<file path="config.mk">
export PLATFORM = sky130hd
export DESIGN_NAME = alu8_flags
export DESIGN_NICKNAME = d
export VERILOG_FILES = /design/src/rtl/alu8_pkg.sv /design/src/rtl/alu8_addsub.sv /design/src/rtl/alu8_logic.sv /design/src/rtl/alu8_flagreg.sv /design/src/rtl/alu8_flags.sv
export SDC_FILE = /design/constraint.sdc
export NUM_CORES = 1
export LEC_CHECK = 0
export BUFFER_PORTS_ARGS = -buffer_cell sky130_fd_sc_hd__buf_2
export CORE_MARGIN = 4
export CORE_UTILIZATION = 50
export DETAILED_ROUTE_END_ITERATION = 10
export PLACE_DENSITY = 0.74
export SLEW_MARGIN = 10
export SYNTH_ARGS = -nofsm -noshare
export SYNTH_HDL_FRONTEND = slang
export SYNTH_SLANG_ARGS = --single-unit
</file>
<file path="constraint.sdc">
create_clock -name clk -period 4.3 [get_ports clk]
set_input_delay 0 -clock clk [delete_from_list [all_inputs] [get_ports clk]]
set_output_delay 0 -clock clk [all_outputs]
set_load 0.005 [all_outputs]
</file>
<file path="src/rtl/alu8_pkg.sv">
package alu8_pkg;
  typedef enum logic [3:0] {
    OP_ADD = 4'd0,  OP_ADC = 4'd1,  OP_SUB = 4'd2,  OP_SBC = 4'd3,
    OP_CMP = 4'd4,  OP_NEG = 4'd5,  OP_AND = 4'd6,  OP_OR  = 4'd7,
    OP_XOR = 4'd8,  OP_INC = 4'd9,  OP_DEC = 4'd10, OP_CPL = 4'd11,
    OP_SCF = 4'd12, OP_CCF = 4'd13, OP_RS0 = 4'd14, OP_RS1 = 4'd15
  } alu_op_e;

  localparam int NFLAG = 6;
  localparam int FC = 0;  // carry
  localparam int FN = 1;  // subtract indicator
  localparam int FP = 2;  // parity / overflow
  localparam int FH = 3;  // half carry
  localparam int FZ = 4;  // zero
  localparam int FS = 5;  // sign

  typedef logic [NFLAG-1:0] flags_t;
endpackage

</file>
<file path="src/rtl/alu8_addsub.sv">
module alu8_addsub #(
  parameter int W = 8
) (
  input  logic [W-1:0] x,
  input  logic [W-1:0] y,
  input  logic         sub,
  input  logic         cin,
  output logic [W-1:0] r,
  output logic         cy,
  output logic         hc,
  output logic         ov
);
  localparam int HB = W / 2;

  logic [W-1:0] y_e;
  logic         c_e;
  logic [W:0]   full;
  logic [HB:0]  low;

  always_comb begin
    y_e  = sub ? ~y : y;
    c_e  = sub ? ~cin : cin;
    full = {1'b0, x} + {1'b0, y_e} + {{W{1'b0}}, c_e};
    low  = {1'b0, x[HB-1:0]} + {1'b0, y_e[HB-1:0]} + {{HB{1'b0}}, c_e};
    r    = full[W-1:0];
    cy   = full[W] ^ sub;
    hc   = low[HB] ^ sub;
    ov   = (x[W-1] == y_e[W-1]) && (full[W-1] != x[W-1]);
  end
endmodule

</file>
<file path="src/rtl/alu8_logic.sv">
module alu8_logic #(
  parameter int W = 8
) (
  input  logic [W-1:0] x,
  input  logic [W-1:0] y,
  input  logic [1:0]   fn,
  output logic [W-1:0] r,
  output logic         even
);
  always_comb begin
    case (fn)
      2'd0:    r = x & y;
      2'd1:    r = x | y;
      default: r = x ^ y;
    endcase
    even = ~(^r);
  end
endmodule

</file>
<file path="src/rtl/alu8_flagreg.sv">
module alu8_flagreg #(
  parameter int NF = 6
) (
  input  logic          clk,
  input  logic          rst_n,
  input  logic          we,
  input  logic [NF-1:0] d,
  output logic [NF-1:0] q
);
  always_ff @(posedge clk or negedge rst_n) begin
    if (!rst_n)  q <= '0;
    else if (we) q <= d;
  end
endmodule

</file>
<file path="src/rtl/alu8_flags.sv">
module alu8_flags
  import alu8_pkg::*;
#(
  parameter int W = 8
) (
  input  logic             clk,
  input  logic             rst_n,
  input  logic [3:0]       op_sel,
  input  logic [W-1:0]     opnd_a,
  input  logic [W-1:0]     opnd_b,
  input  logic             flag_we,
  output logic [W-1:0]     result,
  output logic [NFLAG-1:0] flags_nxt,
  output logic [NFLAG-1:0] flags_q
);
  logic [W-1:0] ax, ay, ar, lr;
  logic         asub, acin, acy, ahc, aov, leven;
  logic [1:0]   lfn;
  flags_t       nf;

  // Route operands into the shared adder for each arithmetic operation.
  always_comb begin
    ax   = opnd_a;
    ay   = opnd_b;
    asub = 1'b0;
    acin = 1'b0;
    case (op_sel)
      OP_ADC: acin = flags_q[FC];
      OP_SUB,
      OP_CMP: asub = 1'b1;
      OP_SBC: begin asub = 1'b1; acin = flags_q[FC]; end
      OP_NEG: begin ax = '0; ay = opnd_a; asub = 1'b1; end
      OP_INC: ay = W'(1);
      OP_DEC: begin ay = W'(1); asub = 1'b1; end
      default: ;
    endcase
    case (op_sel)
      OP_AND:  lfn = 2'd0;
      OP_OR:   lfn = 2'd1;
      default: lfn = 2'd2;
    endcase
  end

  alu8_addsub #(.W(W)) u_add (
    .x(ax), .y(ay), .sub(asub), .cin(acin),
    .r(ar), .cy(acy), .hc(ahc), .ov(aov)
  );

  alu8_logic #(.W(W)) u_log (
    .x(opnd_a), .y(opnd_b), .fn(lfn), .r(lr), .even(leven)
  );

  // Per-operation flag rules; untouched flags keep the held value.
  always_comb begin
    nf     = flags_q;
    result = opnd_a;
    case (op_sel)
      OP_ADD, OP_ADC, OP_SUB, OP_SBC, OP_CMP, OP_NEG: begin
        if (op_sel != OP_CMP) result = ar;
        nf[FC] = acy;
        nf[FH] = ahc;
        nf[FP] = aov;
        nf[FN] = asub;
        nf[FZ] = (ar == '0);
        nf[FS] = ar[W-1];
      end
      OP_INC, OP_DEC: begin
        result = ar;
        nf[FH] = ahc;
        nf[FP] = aov;
        nf[FN] = asub;
        nf[FZ] = (ar == '0);
        nf[FS] = ar[W-1];
      end
      OP_AND, OP_OR, OP_XOR: begin
        result = lr;
        nf[FC] = 1'b0;
        nf[FN] = 1'b0;
        nf[FH] = (op_sel == OP_AND);
        nf[FP] = leven;
        nf[FZ] = (lr == '0);
        nf[FS] = lr[W-1];
      end
      OP_CPL: begin
        result = ~opnd_a;
        nf[FH] = 1'b1;
        nf[FN] = 1'b1;
      end
      OP_SCF: begin nf[FC] = 1'b1;           nf[FN] = 1'b0; end
      OP_CCF: begin nf[FC] = ~flags_q[FC];   nf[FN] = 1'b0; end
      default: ;
    endcase
  end

  assign flags_nxt = nf;

  alu8_flagreg #(.NF(NFLAG)) u_freg (
    .clk(clk), .rst_n(rst_n), .we(flag_we), .d(nf), .q(flags_q)
  );
endmodule

</file>
==> impl_metrics.toml <==
[clocking]
cts_tree = "done"
clockBufferDepth = 2
postCtsSetupBuffers = 0
cts.sinks = 6
postCtsHoldBufs = 1
clk_pin_slew_ns = 0.03
clk_latency_ns = 0.22
h-tree-depth = 1
root_buffer = "clkbuf_8"
cts_made_buffers = 3
post_cts_resized = 0

[global_route]
grt_pass1_wl_um = 9377
antenna_found_initial = 0
grt_max_degree = 22
grt_overflow_total = 0
grt_use_total_pct = 22.85
grt_pass1_vias = 1976

[synthesis]
synth-seq-cells = 6
synth_nets = 330
syn_area_um2 = 1952
syn_avg_cell_area_um2 = 7.021
ys_warn_count = 0
synth_cells = 278
synth-seq-area-share_pct = 7.692
ys_types = 53

[timing]
finalMaxSlewViolations = 0
maxSlewHeadroom_pct = 37.28
hold_slack_ns = 0.09902
min_period_ns = 3.869
period_share_pct = 89.97
fmax_mhz = 258.5
setup_viol = 0
worstMarginPinSlew_ns = 0.9389
hold_violations = 0
fin_tns_setup_ns = 0
rsz0062_at_grt = "false"
finClkSkew_ns = 0.003972

[final_layout]
stdcell_area_um2 = 2220
layout.nets = 368
area_growth_pct = 13.72
num_antenna_cells = 0
largest_reg_flops = 6
stdcell_count = 362
final_util_pct = 59.73
layout-drive-gt1-share_pct = 19.75
largest_register = "u_freg.q"
largest_registers = "u_freg.q: 6 flops"

[worst_hold_path]
min_to = "u_freg.q[0]"
hp-class = "input pin to flop"
min_from = "flag_we"
hold-path-cell-count = 2

[worst_setup_path]
cp-start-kind = "input pin"
end_kind = "output port"
worstPathRequired_ns = 4.30
r2r_slack_ns = 1.02
crit_fanout = 21
rr_worst_depth = 11
r2r-start = "u_freg.q[0]"
path_class = "input pin to output port"
rr_endpoint = "u_freg.q[4]"
worst_ep_arrival_time_ns = 3.87

[power_and_ir_drop]
p_int_mw = 0.3103
power.switching_mw = 0.2711
power.leakage_nw = 1.109
p_clk_share_pct = 14.5
power_density_nw_per_um2 = 261.9
pwr-share-comb_pct = 71.8
switching_share_pct = 46.62
p_seq_share_pct = 13.7
ir_drop_mv = 0.1417

[routing]
wl_met2_um = 2648
drcViolationCount = 0
top_layer_used = "met4"
via_per_inst = 5.865
drt_first_pass_iters = 5
vias = 2123
met1_length_um = 2505
routedWlPerCell_um = 15.36
routed_wl_um = 5562
met3WireLength_um = 358
first_iter_violations = 238
drtAntennaViolNets = 0

[floorplanning]
die_w_um = 70.48
dieArea_um2 = 4967
pin_count = 43
die_h_um = 70.48
core-area_um2 = 3716
start_util_pct = 52.53
rows = 22

[placed_design]
dp_hpwl_um = 4472
placed_area_um2 = 2168
gp_congestion = 0.9772
place_inst = 358
io_buffers = 42

[outcome]
status = "finished, final reports clean"

[flow_run]
maxCapViolCount = 0
==> per-stage QoR <==
stage,power (mW),setup WS (ns)
2_1_floorplan,0.3704,0.9179
4_1_cts,0.5799,0.4704
5_1_grt,0.6382,0.1131
6_report,0.5814,0.4314
3_5_place_dp,0.4922,0.4674
3_3_place_gp,0.4882,0.5784
==> cell type report <==
class / instances / area (um^2)
repair buffers: 46 / 242.7
well taps: 48 / 60.06
flip-flops and latches: 6 / 150.1
multi-input cells: 229 / 1613
clock buffers: 3 / 41.29
inverters: 30 / 112.6
fillers: 383 / 1496
==> metal layers <==
metal | vias up | GRT usage, %
li1 | 1062 | -
met1 | 983 | 32.76
met2 | 71 | 37.32
met3 | 7 | 2.590
met4 | 0 | 3.191
met5 | - | 0
==> worst max-delay path, stage by stage <==
cell	delay [ns]
buf_2	0.30
inv_2	0.13
nor2_1	0.26
nand2_1	0.28
o211ai_1	0.20
xor2_1	0.12
fa_1	0.49
fa_1	0.43
nand2b_1	0.18
a21oi_2	0.29
xor2_1	0.12
or4_1	0.54
nor3b_2	0.23
a221o_1	0.17
buf_2	0.11
==> cells in the mapped netlist (all sizes together) <==
cell	count	share of area, %
a21boi	1	0.38
buf	6	2.1
nand2	22	4.2
mux2i	5	2.6
or4	1	0.38
ha	27	17
inv	30	5.8
a31o	2	0.90
nor2	44	8.6
a22oi	2	0.77
a221o	1	0.51
o21ai	10	2.6
o211ai	3	1.4
dfrtp	6	7.7
nand2b	5	1.6
o21a	1	0.38
o221ai	7	3.1
nand3	2	0.51
xnor2	5	2.6
clkbuf	7	1.9
o2111ai	1	0.45
fa	2	2.1
a32oi	2	0.90
nand3b	1	0.38
a211oi	4	1.5
nor3	1	0.26
xor2	13	5.8
and2	2	0.77
a22o	2	0.90
a21oi	28	7.8
o22ai	5	1.6
a221oi	1	0.77
mux2	2	1.2
nand4	2	0.64
nor2b	3	1.3
o32a	2	1.0
o22a	3	1.3
a31oi	12	3.8
a21o	4	1.5
nor3b	1	0.64
==> worst max path at each step <==
stage	startpoint	to	slack, ns	depth (start not counted)
finish	op_sel[3]	flags_nxt[4]	0.43	15
global route	op_sel[3]	flags_nxt[4]	0.11	15
CTS	op_sel[3]	flags_nxt[4]	0.47	15
detailed placement	op_sel[3]	flags_nxt[4]	0.47	15
global placement	op_sel[1]	flags_nxt[4]	0.58	15
floorplan	op_sel[0]	u_freg.q[4]	0.92	15
==> power by group through the flow <==
| stage | Sequential, mW | Clock, mW | Combinational [mW] |
|---|---|---|---|
| 6_report | 0.0796 | 0.0846 | 0.417 |
| 5_1_grt | 0.0820 | 0.0896 | 0.467 |
| 4_1_cts | 0.0797 | 0.0856 | 0.415 |
| 3_5_place_dp | 0.0807 | 0 | 0.412 |
| 3_3_place_gp | 0.0794 | 0 | 0.409 |
| 2_1_floorplan | 0.0797 | 0 | 0.291 |
==> kinds of logic after synthesis <==
| logic type | synth area share, % |
|---|---|
| compound gates | 31.73 |
| simple gates | 19.36 |
| buf+inv | 9.678 |
| fa+ha+maj | 19.36 |
| xor+xnor | 8.462 |
| mux | 3.718 |
| flops | 7.692 |
==> placed cells by master, fill, tap and decap left out, types with 3 or more instances in the layout <==
cell type,count
o21ai_0,8
nor2_1,43
o22ai_1,5
ha_1,27
a211oi_1,4
o221ai_1,7
a21oi_1,25
mux2i_1,5
buf_4,3
a31oi_1,12
xnor2_1,4
o22a_1,3
dfrtp_1,6
a21oi_2,3
nand2_1,22
nand2b_1,5
a21o_1,4
clkbuf_8,3
buf_2,42
xor2_1,13
inv_1,29
No activity file was read; power rests on OpenSTA's default activity.
